<file path="src/rtl/cfg_lock_bank_pkg.sv">
package cfg_lock_bank_pkg;
  parameter int ADDR_W = 6;
  parameter int DATA_W = 8;
  parameter int WAIT_W = 3;
  parameter int BOOT_W = 4;

  typedef logic [ADDR_W-1:0] addr_t;
  typedef logic [DATA_W-1:0] data_t;

  localparam addr_t OFS_RTC  = addr_t'(6'h10);
  localparam addr_t OFS_USB  = addr_t'(6'h12);
  localparam addr_t OFS_RAMW = addr_t'(6'h14);
  localparam addr_t OFS_BOOT = addr_t'(6'h16);
  localparam addr_t OFS_PLC  = addr_t'(6'h18);
  localparam addr_t OFS_KEY  = addr_t'(6'h20);

  localparam data_t UNLOCK_KEY = data_t'(8'h96);
endpackage

</file>
<file path="src/rtl/cfg_field.sv">
module cfg_field #(
  parameter int             W       = 1,
  parameter logic [W-1:0]   RST     = '0,
  parameter bit             GUARDED = 1'b1
) (
  input  logic         clk_i,
  input  logic         rst_ni,
  input  logic         wr_i,
  input  logic         unlock_i,
  input  logic [W-1:0] wd_i,
  output logic [W-1:0] q_o
);
  logic         en;
  logic [W-1:0] q_q;

  generate
    if (GUARDED) begin : g_guard
      assign en = wr_i & unlock_i;

      AST_LOCK_DROP: assert property (@(posedge clk_i) disable iff (!rst_ni)
        (wr_i && !unlock_i) |=> $stable(q_o));
      AST_OPEN_TAKE: assert property (@(posedge clk_i) disable iff (!rst_ni)
        (wr_i && unlock_i) |=> (q_o == $past(wd_i)));
    end else begin : g_free
      assign en = wr_i;

      AST_FREE_TAKE: assert property (@(posedge clk_i) disable iff (!rst_ni)
        wr_i |=> (q_o == $past(wd_i)));
    end
  endgenerate

  always_ff @(posedge clk_i or negedge rst_ni) begin
    if (!rst_ni)  q_q <= RST;
    else if (en)  q_q <= wd_i;
  end

  assign q_o = q_q;

  AST_IDLE_HOLD: assert property (@(posedge clk_i) disable iff (!rst_ni)
    !wr_i |=> $stable(q_o));
endmodule

</file>
<file path="src/rtl/cfg_key_guard.sv">
module cfg_key_guard
  import cfg_lock_bank_pkg::*;
#(
  parameter data_t KEY = UNLOCK_KEY
) (
  input  logic  clk_i,
  input  logic  rst_ni,
  input  logic  wr_i,
  input  data_t wd_i,
  output data_t key_o,
  output logic  unlock_o
);
  data_t key_q;

  always_ff @(posedge clk_i or negedge rst_ni) begin
    if (!rst_ni)   key_q <= '0;
    else if (wr_i) key_q <= wd_i;
  end

  assign key_o    = key_q;
  assign unlock_o = (key_q == KEY);

  AST_KEY_OPENS: assert property (@(posedge clk_i) disable iff (!rst_ni)
    (wr_i && wd_i == KEY) |=> unlock_o);
  AST_OTHER_LOCKS: assert property (@(posedge clk_i) disable iff (!rst_ni)
    (wr_i && wd_i != KEY) |=> !unlock_o);
  AST_KEY_ECHO: assert property (@(posedge clk_i) disable iff (!rst_ni)
    wr_i |=> (key_o == $past(wd_i)));
endmodule

</file>
<file path="src/rtl/cfg_boot_latch.sv">
module cfg_boot_latch #(
  parameter int W = 4
) (
  input  logic         clk_i,
  input  logic         rst_ni,
  input  logic [W-1:0] pins_i,
  output logic [W-1:0] mode_o
);
  logic         done_q;
  logic [W-1:0] mode_q;

  // capture once, on the first edge after reset release
  always_ff @(posedge clk_i or negedge rst_ni) begin
    if (!rst_ni) begin
      done_q <= 1'b0;
      mode_q <= '0;
    end else if (!done_q) begin
      done_q <= 1'b1;
      mode_q <= pins_i;
    end
  end

  assign mode_o = mode_q;

  AST_BOOT_HOLD: assert property (@(posedge clk_i) disable iff (!rst_ni)
    done_q |=> $stable(mode_o));
  AST_BOOT_TAKE: assert property (@(posedge clk_i) disable iff (!rst_ni)
    !done_q |=> (mode_o == $past(pins_i)));
endmodule

</file>
<file path="src/rtl/cfg_lock_bank.sv">
module cfg_lock_bank
  import cfg_lock_bank_pkg::*;
(
  input  logic              clk_i,
  input  logic              rst_ni,
  input  logic [BOOT_W-1:0] boot_pins_i,
  input  logic [ADDR_W-1:0] addr_i,
  input  logic              we_i,
  input  logic [DATA_W-1:0] wdata_i,
  output logic [DATA_W-1:0] rdata_o,
  output logic [WAIT_W-1:0] rtc_wait_o,
  output logic [WAIT_W-1:0] usb_wait_o,
  output logic              usb_irq_en_o,
  output logic              usb_snooze_o,
  output logic              core_ram_wait_o,
  output logic              vid_ram_wait_o,
  output logic              boot_int_o,
  output logic [BOOT_W-1:0] boot_mode_o,
  output logic              ram_cfg_o,
  output logic              vram_loc_o
);
  localparam logic [WAIT_W-1:0] WAIT_RST = '1;

  logic  wr_rtc, wr_usb, wr_ramw, wr_boot, wr_plc, wr_key;
  logic  unlock;
  data_t key_val;

  assign wr_rtc  = we_i && (addr_i == OFS_RTC);
  assign wr_usb  = we_i && (addr_i == OFS_USB);
  assign wr_ramw = we_i && (addr_i == OFS_RAMW);
  assign wr_boot = we_i && (addr_i == OFS_BOOT);
  assign wr_plc  = we_i && (addr_i == OFS_PLC);
  assign wr_key  = we_i && (addr_i == OFS_KEY);

  cfg_key_guard u_key (
    .clk_i, .rst_ni, .wr_i(wr_key), .wd_i(wdata_i),
    .key_o(key_val), .unlock_o(unlock)
  );

  cfg_field #(.W(WAIT_W), .RST(WAIT_RST), .GUARDED(1'b1)) u_rtc_wait (
    .clk_i, .rst_ni, .wr_i(wr_rtc), .unlock_i(unlock),
    .wd_i(wdata_i[WAIT_W-1:0]), .q_o(rtc_wait_o)
  );
  cfg_field #(.W(WAIT_W), .RST(WAIT_RST), .GUARDED(1'b1)) u_usb_wait (
    .clk_i, .rst_ni, .wr_i(wr_usb), .unlock_i(unlock),
    .wd_i(wdata_i[WAIT_W-1:0]), .q_o(usb_wait_o)
  );
  cfg_field #(.W(1), .RST(1'b0), .GUARDED(1'b1)) u_usb_irq (
    .clk_i, .rst_ni, .wr_i(wr_usb), .unlock_i(unlock),
    .wd_i(wdata_i[6]), .q_o(usb_irq_en_o)
  );
  cfg_field #(.W(1), .RST(1'b0), .GUARDED(1'b0)) u_usb_snooze (
    .clk_i, .rst_ni, .wr_i(wr_usb), .unlock_i(unlock),
    .wd_i(wdata_i[5]), .q_o(usb_snooze_o)
  );
  cfg_field #(.W(1), .RST(1'b1), .GUARDED(1'b1)) u_core_wait (
    .clk_i, .rst_ni, .wr_i(wr_ramw), .unlock_i(unlock),
    .wd_i(wdata_i[1]), .q_o(core_ram_wait_o)
  );
  cfg_field #(.W(1), .RST(1'b1), .GUARDED(1'b0)) u_vid_wait (
    .clk_i, .rst_ni, .wr_i(wr_ramw), .unlock_i(unlock),
    .wd_i(wdata_i[0]), .q_o(vid_ram_wait_o)
  );
  cfg_field #(.W(1), .RST(1'b1), .GUARDED(1'b1)) u_boot_int (
    .clk_i, .rst_ni, .wr_i(wr_boot), .unlock_i(unlock),
    .wd_i(wdata_i[1]), .q_o(boot_int_o)
  );
  cfg_field #(.W(1), .RST(1'b0), .GUARDED(1'b1)) u_ram_cfg (
    .clk_i, .rst_ni, .wr_i(wr_plc), .unlock_i(unlock),
    .wd_i(wdata_i[4]), .q_o(ram_cfg_o)
  );
  cfg_field #(.W(1), .RST(1'b1), .GUARDED(1'b1)) u_vram_loc (
    .clk_i, .rst_ni, .wr_i(wr_plc), .unlock_i(unlock),
    .wd_i(wdata_i[0]), .q_o(vram_loc_o)
  );

  cfg_boot_latch #(.W(BOOT_W)) u_boot (
    .clk_i, .rst_ni, .pins_i(boot_pins_i), .mode_o(boot_mode_o)
  );

  always_comb begin
    rdata_o = '0;
    unique case (addr_i)
      OFS_RTC:  rdata_o[WAIT_W-1:0] = rtc_wait_o;
      OFS_USB: begin
        rdata_o[6]          = usb_irq_en_o;
        rdata_o[5]          = usb_snooze_o;
        rdata_o[WAIT_W-1:0] = usb_wait_o;
      end
      OFS_RAMW: rdata_o[1:0] = {core_ram_wait_o, vid_ram_wait_o};
      OFS_BOOT: begin
        rdata_o[7:4] = boot_mode_o;
        rdata_o[1]   = boot_int_o;
      end
      OFS_PLC: begin
        rdata_o[4] = ram_cfg_o;
        rdata_o[0] = vram_loc_o;
      end
      OFS_KEY:  rdata_o = key_val;
      default:  rdata_o = '0;
    endcase
  end

  AST_RSVD_RTC: assert property (@(posedge clk_i) disable iff (!rst_ni)
    (addr_i == OFS_RTC) |-> (rdata_o[7:3] == '0));
  AST_RSVD_PLC: assert property (@(posedge clk_i) disable iff (!rst_ni)
    (addr_i == OFS_PLC) |-> (rdata_o[7:5] == '0 && rdata_o[3:1] == '0));
endmodule

</file>
<file path="config.mk">
export PLATFORM = sky130hd
export DESIGN_NAME = cfg_lock_bank
export DESIGN_NICKNAME = d
export VERILOG_FILES = /design/src/rtl/cfg_lock_bank_pkg.sv /design/src/rtl/cfg_field.sv /design/src/rtl/cfg_key_guard.sv /design/src/rtl/cfg_boot_latch.sv /design/src/rtl/cfg_lock_bank.sv
export SDC_FILE = /design/constraint.sdc
export NUM_CORES = 1
export LEC_CHECK = 0
export BUFFER_PORTS_ARGS = -buffer_cell sky130_fd_sc_hd__buf_2
export CAP_MARGIN = 20
export CORE_MARGIN = 8
export CORE_UTILIZATION = 45
export CTS_BUF_LIST = sky130_fd_sc_hd__clkbuf_4 sky130_fd_sc_hd__clkbuf_8
export CTS_CLUSTER_SIZE = 30
export DETAILED_ROUTE_END_ITERATION = 16
export GPL_ROUTABILITY_DRIVEN = 0
export PLACE_DENSITY = 0.74
export SYNTH_ARGS = -nofsm -noshare
export SYNTH_HDL_FRONTEND = slang
export SYNTH_SLANG_ARGS = --single-unit
</file>
<file path="constraint.sdc">
create_clock -name clk_i -period 1.7 [get_ports clk_i]
set_clock_uncertainty 0.15 [all_clocks]
set_input_delay 0.085 -clock clk_i [delete_from_list [all_inputs] [get_ports clk_i]]
set_output_delay 0.085 -clock clk_i [all_outputs]
set_load 0.02 [all_outputs]
</file>
# Yosys cells after proc, flatten, opt, wreduce, memory -nomap -nowiden
# Index checks and enable logic that the tools add are counted.
dict set report op_classes {
  n_eq_ne 7
  n_mux 7
  bitwise 5
  reduce_logical 6
}
# operator count
set op_table {}
lappend op_table {{$eq 6x5->1 const B} 5}
lappend op_table {{$pmux 1 s5} 2}
lappend op_table {{$eq 8x8->1 const B} 1}
lappend op_table {{$eq 6x6->1 const B} 1}
lappend op_table {{$logic_and 1x1->1} 6}
lappend op_table {{$pmux 1 s3} 2}
lappend op_table {{$pmux 2 s3} 1}
lappend op_table {{$and 1x1->1} 5}
lappend op_table {{$pmux 1 s2} 1}
lappend op_table {{$mux 1} 1}
dict set report totals {
  regBits 26
  output_inout_bits 25
  elab_cells 37
}

# Logic depth before layout (Yosys ltp)
# Gate-level depths: netlist (run 1).
dict set report depth {
  word_depth 3
  depth_mapped 4
  depth_no_buf 3
}

# By module
# Synthesis (run 1) repeated with hierarchy kept, for this count alone.
dict set report hier_totals {
  hier_cells 103
  area_unflattened_um2 1406.3
}
# mod instances cells_each area_per_inst_um2 seq_area_each_um2
set modules_own_cells {}
lappend modules_own_cells {cfg_key_guard 1 20 357.8 200.2}
lappend modules_own_cells {cfg_lock_bank 1 40 310.3 0.0}
lappend modules_own_cells {{cfg_field (u_rtc_wait ...)} 2 7 130.1 78.8}
lappend modules_own_cells {cfg_boot_latch 1 10 173.9 125.1}
lappend modules_own_cells {{cfg_field (u_boot_int ...)} 3 3 45.0 26.3}
lappend modules_own_cells {{cfg_field (u_ram_cfg ...)} 2 3 43.8 25.0}
lappend modules_own_cells {{cfg_field (u_vid_wait)} 1 2 41.3 26.3}
lappend modules_own_cells {{cfg_field (u_usb_snooze)} 1 2 40.0 25.0}

# Least setup slack after synthesis (run 1)
# OpenSTA, ideal clock, no wires.
dict set report synth_timing {
  path_kind {reg-to-reg}
  startpoint {register u_key.key_q[6] (netlist: u_key.key_o[6])}
  endpoint {register u_usb_irq.q_q (netlist: u_usb_irq.q_o)}
  setup_ns 0.128
  arrival_time_ns 1.577
  required_time_ns 1.422
  setup_slack_ns -0.155
  stages_incl_launch_ff 4
  path_cell_list {dfrtp_1 > or3b_2 > nor4_4 > mux2_1}
}
dict set report synth_between {
  elab_chain_cells 2
}
# element line_no
set synth_rtl {}
lappend synth_rtl {{start: declaration} cfg_key_guard.sv:13} ;# data_t key_q;
lappend synth_rtl {{start signal: assignment} cfg_key_guard.sv:17} ;# else if (wr_i) key_q <= wd_i;
lappend synth_rtl {{$eq 8x8->1} cfg_key_guard.sv:21} ;# assign unlock_o = (key_q == KEY);
lappend synth_rtl {{$and 1x1->1} cfg_field.sv:18} ;# assign en = wr_i & unlock_i;
lappend synth_rtl {{end signal: assignment} cfg_field.sv:34} ;# else if (en) q_q <= wd_i;
lappend synth_rtl {{end: declaration} cfg_field.sv:14} ;# logic [W-1:0] q_q;
# No other way between the ends.
# A chain may end at the register's enable or synchronous reset.

# Worst setup path after layout (run 1)
dict set report layout_timing {
  startpoint {register u_key.key_q[3] (netlist: u_key.key_o[3])}
  endpoint {register u_rtc_wait.q_q[0] (netlist: u_rtc_wait.q_o[0])}
}
dict set report layout_between {
  elab_chain_cells 2
}
# element line_no
set layout_rtl {}
lappend layout_rtl {{$eq 8x8->1} cfg_key_guard.sv:21}
lappend layout_rtl {{$and 1x1->1} cfg_field.sv:18}
lappend layout_rtl {{end signal: assignment} cfg_field.sv:34}
lappend layout_rtl {{end: declaration} cfg_field.sv:14}
# No other way between the ends.

==> results.sh, run 1 <==
export IMPL_status="complete, but fails checks"
export IMPL_violations="negative setup slack"
export IMPL_row_count=20
export IMPL_finalCritPeriodShare_pct=111
export IMPL_min_delay_path_class="input pin to flip-flop"
export IMPL_multi_input_area_um2=707
export IMPL_seq_area_um2=663
export IMPL_ys_ff_latch=26
export IMPL_grt_start_max_net_pins=27
export IMPL_grt_ovfl_total=0
export IMPL_root_buffer="clkbuf_4"
export IMPL_yosys_area_top_type="dfrtp_1"
export IMPL_netlist_instances=101
export IMPL_viasPerCell=5.38
export IMPL_rsz0062_at_grt="true"
export IMPL_power_frac_comb_pct=19.6
export IMPL_port_buffer_count=45
export IMPL_reg2reg_slack_ps=-190
export IMPL_grt_usage_pct=16.3
export IMPL_synth_top_family_by_area="simple AND/OR/NAND/NOR gates"
export IMPL_layout_drive_gt1_share_pct=61.5
export IMPL_worst_pin_slew_ps=596
export IMPL_critical_path_class="flip-flop to flip-flop"
export IMPL_hold_viol=0
export IMPL_synth_top_area_share_pct=29.5
export IMPL_fill_cells=233
export IMPL_period_needed_ps=1890
export IMPL_end_kind="flip-flop"
export IMPL_grt_pass1_wl_mm=6.53
export IMPL_fp_dieH_um=70.9
export IMPL_design_area_mm2=0.00204
export IMPL_netlist_area_mm2=0.00136
export IMPL_final_cells=220
export IMPL_synth_fa_ha_area_share_pct=0
export IMPL_synth_simple_gate_area_share_pct=23.5
export IMPL_reg2reg_from="u_key.key_o[3]"
export IMPL_power_density_mw_per_mm2=691
export IMPL_yosys_warnings=0
export IMPL_n_antenna_cell=0
export IMPL_holdWs_ps=108
export IMPL_maxCapViolCount=0
export IMPL_swShare_pct=25.2
export IMPL_first_pass_iters=4
export IMPL_p_switching_uw=355
export IMPL_synthMuxAreaShare_pct=22.3
export IMPL_post_drt_wl_per_cell_um=18.1
export IMPL_numCtsBuffers=3
export IMPL_nNetsFinal=209
export IMPL_internal_power_mw=1.05
export IMPL_regToRegEndpoint="u_rtc_wait.q_o[0]"
export IMPL_first_global_vias=1305
export IMPL_fmax_ghz=0.530
export IMPL_fp_dieW_um=70.9
export IMPL_dpl_hpwl_mm=2.97
export IMPL_fp_dieArea_mm2=0.00502
export IMPL_synth_area_per_cell_um2=13.4
export IMPL_clkSinkCount=26
export IMPL_slew_viol_final=0
export IMPL_clk_pin_slew_ps=150
export IMPL_setup_ws_ps=-187
export IMPL_pwr_share_seq_pct=49.7
export IMPL_clockPowerShare_pct=30.7
export IMPL_critPathMaxFanout=4
export IMPL_area_growth_pct=50.5
export IMPL_vias=1183
export IMPL_h_tree_depth=1
export IMPL_setup_violations=12
export IMPL_clk_latency_ps=330
export IMPL_crit_start="u_key.key_o[3]"
export IMPL_antenna_left=0
export IMPL_ys_top_cells_by_area="dfrtp_1, dfstp_2, mux2_2"
export IMPL_cp_arrival_ps=2010
export IMPL_reg2regPathDepth=4
export IMPL_ys_seq_area_share_pct=48.9
export IMPL_start_kind="flip-flop"
export IMPL_core_area_mm2=0.00295
export IMPL_postRouteWirelength_mm=3.97
export IMPL_synth_compound_area_share_pct=4.06
export IMPL_synth_edf_count=0
export IMPL_synth_xor_area_share_pct=0
export IMPL_worstPathRequired_ps=1830
export IMPL_p_leak_nw=1.03
export IMPL_cts_tree="yes"
export IMPL_start_util_pct=45.9
export IMPL_async_flop_share_pct=100
export IMPL_max_slew_margin_pct=60.3
export IMPL_synth_cell_types=32
export IMPL_endpoint="u_rtc_wait.q_o[0]"
export IMPL_grt_antenna_before_repair=0
export IMPL_synth_nets=122
export IMPL_synthTopCellsByCount="dfrtp_1, mux2_2, nand3_1, dfstp_2, mux2_1"
export IMPL_place_area_mm2=0.00178
export IMPL_synth_main_ff_cell="dfrtp_1"
export IMPL_drt_initial_drc_count=42
export IMPL_clockBufferDepth=2
export IMPL_yosysMostFrequentCell="dfrtp_1"
export IMPL_io_pins=46
export IMPL_placed_cells=198
export IMPL_ir_drop_mv=0.458
export IMPL_drcViolationCount=0
## cell type report
| type | count | area share [%] |
|---|---|---|
| multi-input cells | 72 | 34.7 |
| clock inverters | 1 | 1.47 |
| repair buffers | 85 | 28.2 |
| well taps | 33 | 2.02 |
| clock buffers | 3 | 1.10 |
| flip-flops and latches | 26 | 32.5 |
## flip-flops by register name, indices dropped and copies added (netlist names)
signal            flops
u_boot.done_q         1
u_boot.mode_o         4
u_boot_int.q_o        1
u_core_wait.q_o       1
u_key.key_o           8
u_ram_cfg.q_o         1
u_rtc_wait.q_o        3
u_usb_irq.q_o         1
u_usb_snooze.q_o      1
u_usb_wait.q_o        3
u_vid_wait.q_o        1
u_vram_loc.q_o        1
## cells in the final DEF, fill, tap and decap left out
| cell type | n |
|---|---|
| a221o_1 | 3 |
| a22o_1 | 1 |
| a2bb2oi_1 | 1 |
| and2_1 | 1 |
| and2_2 | 1 |
| and3_1 | 3 |
| and4b_1 | 1 |
| and4bb_2 | 1 |
| buf_2 | 43 |
| buf_4 | 25 |
| buf_6 | 2 |
| bufinv_16 | 1 |
| clkbuf_4 | 3 |
| conb_1 | 1 |
| dfrtp_1 | 16 |
| dfstp_2 | 10 |
| dlygate4sd3_1 | 15 |
| mux2_1 | 5 |
| mux2_2 | 15 |
| mux2_4 | 5 |
| mux2i_1 | 2 |
| nand3_1 | 12 |
| nand4_1 | 1 |
| nand4_2 | 1 |
| nand4bb_1 | 1 |
| nor2_1 | 2 |
| nor2b_1 | 1 |
| nor4_1 | 2 |
| nor4_2 | 1 |
| nor4_4 | 2 |
| nor4b_2 | 1 |
| nor4b_4 | 1 |
| o211ai_1 | 1 |
| or3_1 | 1 |
| or3b_4 | 1 |
| or4_4 | 1 |
| or4b_1 | 2 |
| or4b_4 | 1 |
## per-layer routing
metal	wire, um	GRT usage, %	vias to the layer above
met1	1740	20.0	572
met3	327	5.23	2
met4	29	4.62	0
li1	-	-	565
met2	1870	26.6	44
met5	0	0	-
## stage by stage
stage / setup WS, ps / setup TNS [ps] / total power, mW / util (%)
finish: -187 / -1370 / 1.41 / 69.1
global route: -253 / -2200 / 1.46 / 69.1
CTS: -186 / -1370 / 1.41 / 67.6
detailed placement: -190 / -1480 / 0.950 / 60.1
global placement: -158 / -1160 / 0.941 / 60.1
floorplan: -126 / -393 / 0.813 / -
## worst min path at each step
| stage | startpoint | end | cells after the start | slack, ps |
|---|---|---|---|---|
| finish | we_i | u_usb_snooze.q_o | 4 | 110 |
| global route | we_i | u_usb_snooze.q_o | 4 | 120 |
| CTS | wdata_i[0] | u_rtc_wait.q_o[0] | 2 | -120 |
| detailed placement | rst_ni | u_boot.mode_o[1] | 1 | -30 |
| global placement | rst_ni | u_key.key_o[1] | 1 | -40 |
| floorplan | rst_ni | u_boot.done_q | 0 | -360 |
## critical path, stage by stage, from the launching register on
cell     delay [ps]
dfrtp_1         440
or4_4           520
buf_6           140
nor4_4          230
mux2_1          360
## power groups by stage
stage | combinational, mW | clock [mW] | sequential, mW
after detailed placement | 0.240 | 0 | 0.710
after floorplan | 0.0897 | 0 | 0.723
final | 0.276 | 0.433 | 0.700
after CTS | 0.273 | 0.440 | 0.700
after global placement | 0.234 | 0 | 0.706
after global routing | 0.298 | 0.459 | 0.705
## what timing repair did
action                                 in CTS  in global routing
cloned                                      0                  0
resized for setup                           6                  5
setup buffers                               1                  2
pin swaps                                   3                  2
endpoints found under the hold margin      51                  3
hold buffers                               14                  1
setup endpoints to repair                  12                 18
## kinds of logic after synthesis
| group | count (synthesis) |
|---|---|
| other | 1 |
| buffers and inverters | 3 |
| flip-flops | 26 |
| AND/OR/NAND/NOR | 38 |
| AO/OA/AOI/OAI | 6 |
| multiplexers | 27 |
(Power assumes the default switching activity.)
==> run 2, diff against run 1 <==
--- a/constraint.sdc
+++ b/constraint.sdc
@@ -3,3 +3,3 @@
 set_input_delay 0.085 -clock clk_i [delete_from_list [all_inputs] [get_ports clk_i]]
 set_output_delay 0.085 -clock clk_i [all_outputs]
-set_load 0.02 [all_outputs]
+set_load 0.005 [all_outputs]
==> results.sh, run 2 (synthesis results as in run 1) <==
export IMPL_fin_setup_tns_ps=-1350
export IMPL_slew_viol_final=0
export IMPL_core_area_mm2=0.00295
export IMPL_vias=1202
export IMPL_layout_drive_gt1_share_pct=61.7
export IMPL_reg2regPathDepth=4
export IMPL_status="complete, but fails checks"
export IMPL_fmax_ghz=0.531
export IMPL_min_delay_path_class="input pin to flip-flop"
export IMPL_place_area_mm2=0.00178
export IMPL_fp_dieArea_mm2=0.00502
export IMPL_first_global_vias=1327
export IMPL_numCtsBuffers=3
export IMPL_start_kind="flip-flop"
export IMPL_critPathMaxFanout=4
export IMPL_power_density_mw_per_mm2=676
export IMPL_setup_ws_ps=-183
export IMPL_ir_drop_mv=0.466
export IMPL_grt_antenna_before_repair=0
export IMPL_setup_violations=12
export IMPL_grt_ovfl_total=0
export IMPL_drcViolationCount=0
export IMPL_hold_depth=4
export IMPL_worstPathRequired_ps=1820
export IMPL_nNetsFinal=210
export IMPL_p_leak_nw=1.03
export IMPL_antenna_left=0
export IMPL_rsz0062_at_grt="true"
export IMPL_clk_latency_ps=320
export IMPL_fp_dieH_um=70.9
export IMPL_critical_path_class="flip-flop to flip-flop"
export IMPL_finalCritPeriodShare_pct=111
export IMPL_viasPerCell=5.44
export IMPL_end_kind="flip-flop"
export IMPL_io_pins=46
export IMPL_port_buffer_count=45
export IMPL_root_buffer="clkbuf_4"
export IMPL_design_area_mm2=0.00204
export IMPL_grt_pass1_wl_mm=6.62
export IMPL_hold_viol=0
export IMPL_max_slew_margin_pct=62.0
export IMPL_h_tree_depth=1
export IMPL_dpl_hpwl_mm=3.04
export IMPL_n_antenna_cell=0
export IMPL_largest_register_ffs=8
export IMPL_clkSinkCount=26
export IMPL_postRouteWirelength_mm=3.93
export IMPL_clockBufferDepth=2
export IMPL_drt_initial_drc_count=59
export IMPL_clk_pin_slew_ps=140
export IMPL_period_needed_ps=1880
export IMPL_worst_pin_slew_ps=570
export IMPL_grt_usage_pct=16.6
export IMPL_violations="negative setup slack"
export IMPL_first_pass_iters=4
export IMPL_cp_arrival_ps=2000
export IMPL_row_count=20
export IMPL_area_growth_pct=50.4
export IMPL_fp_dieW_um=70.9
export IMPL_post_drt_wl_per_cell_um=17.8
export IMPL_grt_start_max_net_pins=27
export IMPL_cts_tree="yes"
export IMPL_final_common_cell="buf_2"
export IMPL_report_power_total_mw=1.38
export IMPL_final_cell_mix="buf_2, buf_4, dfrtp_1"
export IMPL_maxCapViolCount=0
export IMPL_start_util_pct=45.9
-- run 2: worst paths after layout --
kind                       slack (ps)                end        startpoint
max reg2reg                      -180  u_rtc_wait.q_o[1]    u_key.key_o[3]
max                              -180  u_rtc_wait.q_o[1]    u_key.key_o[3]
min reg2reg                       400   u_usb_snooze.q_o  u_usb_snooze.q_o
max in group asynchronous         900  u_rtc_wait.q_o[0]            rst_ni
min in group asynchronous         120   u_boot.mode_o[1]            rst_ni
min                               110     u_vid_wait.q_o              we_i
-- run 2: layout make-up --
class | count | area (um2)
clock buffer | 3 | 22.5
clock inverter | 1 | 30.0
fill | 231 | 915
multi-input combinational | 72 | 706
sequential | 26 | 663
tap | 33 | 41.3
timing repair buffer | 86 | 576
-- run 2: timing repair --
item / CTS / global route
hold endpoints to repair: 51 / 4
gates resized for setup: 5 / 3
setup buffers: 2 / 3
hold buffers: 13 / 1
pin swaps: 3 / 2
endpoints found under the setup margin: 12 / 14
-- run 2: per-stage QoR --
| stage | hold slack, ps | utilization [%] | instances | setup WS [ps] |
|---|---|---|---|---|
| 2_1_floorplan | -361 | - | 101 | -126 |
| 3_5_place_dp | -33.8 | 60.1 | 198 | -203 |
| 4_1_cts | -121 | 67.5 | 217 | -183 |
| 5_1_grt | 111 | 69.0 | 221 | -237 |
| 6_report | 109 | 69.0 | 221 | -183 |
| 3_3_place_gp | -42.2 | 60.1 | 198 | -158 |
-- run 2: report_power, final --
group          switching [mW]  leakage, nW  internal (mW)
combinational           0.103        0.691          0.148
clock                   0.189       0.0279          0.239
sequential             0.0353        0.309          0.664
-- run 2: layer usage --
metal	track usage (%)	vias to the layer above	part of all wire, %
met3	5.23	4	6.6
met1	19.8	584	43
met5	0	-	0
met4	7.39	0	0.97
li1	-	568	-
met2	26.5	46	49
-- run 2: critical path, stage by stage, from the launching register on --
cell and delay (ps):
dfrtp_1 430, or4_4 520, buf_6 140, nor4_4 230, mux2_1 360
==> run 3, diff against run 2 <==
MAX_ROUTING_LAYER = met4   (was default)
==> results.sh, run 3 (synthesis results as in run 1) <==
export IMPL_min_delay_path_class="input pin to async pin"
export IMPL_finalCritPeriodShare_pct=111
export IMPL_swShare_pct=23.7
export IMPL_fill_cells=231
export IMPL_core_area_mm2=0.00295
export IMPL_root_buffer="clkbuf_4"
export IMPL_critical_path_class="flip-flop to flip-flop"
export IMPL_wl_met3_um=206
export IMPL_viasPerCell=5.44
export IMPL_n_antenna_cell=0
export IMPL_fmax_ghz=0.531
export IMPL_dpl_hpwl_mm=3.04
export IMPL_drt_initial_drc_count=73
export IMPL_final_cell_mix="buf_2, buf_4, dfrtp_1"
export IMPL_power_density_mw_per_mm2=676
export IMPL_first_pass_iters=4
export IMPL_holdWs_ps=110
export IMPL_first_global_vias=1329
export IMPL_max_slew_margin_pct=62.1
export IMPL_dp_slack_ps=-203
export IMPL_top_layer_used="met4"
export IMPL_grt_start_max_net_pins=27
export IMPL_final_common_cell="buf_2"
export IMPL_io_pins=46
export IMPL_start_util_pct=45.9
export IMPL_row_count=20
export IMPL_placed_cells=198
export IMPL_hold_viol=0
export IMPL_area_growth_pct=50.4
export IMPL_numCtsBuffers=3
export IMPL_pwr_share_seq_pct=50.8
export IMPL_clk_pin_slew_ps=140
export IMPL_clk_latency_ps=320
export IMPL_clockBufferDepth=2
export IMPL_layout_drive_gt1_share_pct=61.7
export IMPL_rsz0062_at_grt="true"
export IMPL_report_power_total_mw=1.38
export IMPL_setup_ws_ps=-183
export IMPL_fp_dieArea_mm2=0.00502
export IMPL_fp_dieH_um=70.9
export IMPL_critPathMaxFanout=4
export IMPL_postRouteWirelength_mm=3.93
export IMPL_design_area_mm2=0.00204
export IMPL_end_kind="flip-flop"
export IMPL_place_area_mm2=0.00178
export IMPL_nNetsFinal=210
export IMPL_drcViolationCount=0
export IMPL_post_drt_wl_per_cell_um=17.8
export IMPL_setup_violations=12
export IMPL_grt_antenna_before_repair=0
export IMPL_vias=1203
export IMPL_grt_pass1_wl_mm=6.61
export IMPL_final_cells=221
export IMPL_met1_length_mm=1.75
export IMPL_reg2regPathDepth=4
export IMPL_clkSinkCount=26
export IMPL_slew_viol_final=0
export IMPL_port_buffer_count=45
export IMPL_h_tree_depth=1
export IMPL_wl_met2_mm=1.94
export IMPL_power_frac_comb_pct=18.2
export IMPL_clockPowerShare_pct=31.0
export IMPL_period_needed_ps=1880
export IMPL_p_leak_nw=1.03
export IMPL_status="complete, but fails checks"
export IMPL_worst_pin_slew_ps=569
export IMPL_reg2reg_from="u_key.key_o[3]"
export IMPL_violations="negative setup slack"
export IMPL_antenna_left=0
export IMPL_regToRegEndpoint="u_rtc_wait.q_o[1]"
export IMPL_grt_usage_pct=17.0
export IMPL_p_switching_uw=327
export IMPL_worstPathRequired_ps=1820
export IMPL_maxCapViolCount=0
export IMPL_fp_dieW_um=70.9
export IMPL_cts_tree="yes"
export IMPL_cp_arrival_ps=2000
export IMPL_internal_power_mw=1.05
export IMPL_grt_ovfl_total=0
export IMPL_reg2reg_slack_ps=-180
export IMPL_largest_register_ffs=8
export IMPL_ir_drop_mv=0.466
export IMPL_start_kind="flip-flop"
-- run 3: cell counts in the layout (fill, tap and decap cells not counted) --
No cell type changed its count.
-- run 3: area by class of cell --
type / instances / area [um2] / share of cell area [%]
clock inverters: 1 / 30.0 / 1.47
clock buffers: 3 / 22.5 / 1.10
flip-flops and latches: 26 / 663 / 32.5
well taps: 33 / 41.3 / 2.03
repair buffers: 86 / 576 / 28.2
multi-input cells: 72 / 706 / 34.6
-- run 3: repair_timing --
action                     4_1_cts  5_1_grt
pin swaps                        3        2
setup endpoints to repair       12       14
hold buffers                    13        1
setup buffers                    2        3
hold endpoints to repair        51        4
gates resized for setup          5        3
-- run 3: layer usage --
layer,global-route usage (%),up-vias
li1,-,568
met1,20.3,581
met2,26.6,50
met3,4.10,4
met4,7.39,0
met5,-,-
-- run 3: through the flow --
| step | setup TNS (ps) | utilization, % |
|---|---|---|
| after detailed placement | -1550 | 60.1 |
| after CTS | -1350 | 67.5 |
| after global placement | -1100 | 60.1 |
| final | -1330 | 69.0 |
| after global routing | -2080 | 69.0 |
| after floorplan | -393 | - |
-- run 3: critical path, cell delays in order (launching register included) --
cell,delay (ps)
dfrtp_1,430
or4_4,520
buf_6,140
nor4_4,230
mux2_1,360
-- run 3: power groups by stage --
stage	sequential, mW	combinational (mW)	clock, mW
6_report	0.700	0.251	0.427
5_1_grt	0.705	0.273	0.461
4_1_cts	0.699	0.247	0.441
3_5_place_dp	0.710	0.218	0
3_3_place_gp	0.706	0.213	0
2_1_floorplan	0.704	0.0880	0
-- run 3: how the worst max path moves through the flow --
stage | from | to | slack [ps] | cells past startpoint
floorplan | u_key.key_o[3] | u_usb_irq.q_o | -130 | 3
global placement | u_key.key_o[3] | u_usb_irq.q_o | -160 | 3
detailed placement | u_key.key_o[3] | u_usb_irq.q_o | -200 | 3
CTS | u_key.key_o[3] | u_rtc_wait.q_o[1] | -180 | 4
global route | u_key.key_o[3] | u_rtc_wait.q_o[2] | -240 | 4
finish | u_key.key_o[3] | u_rtc_wait.q_o[1] | -180 | 4
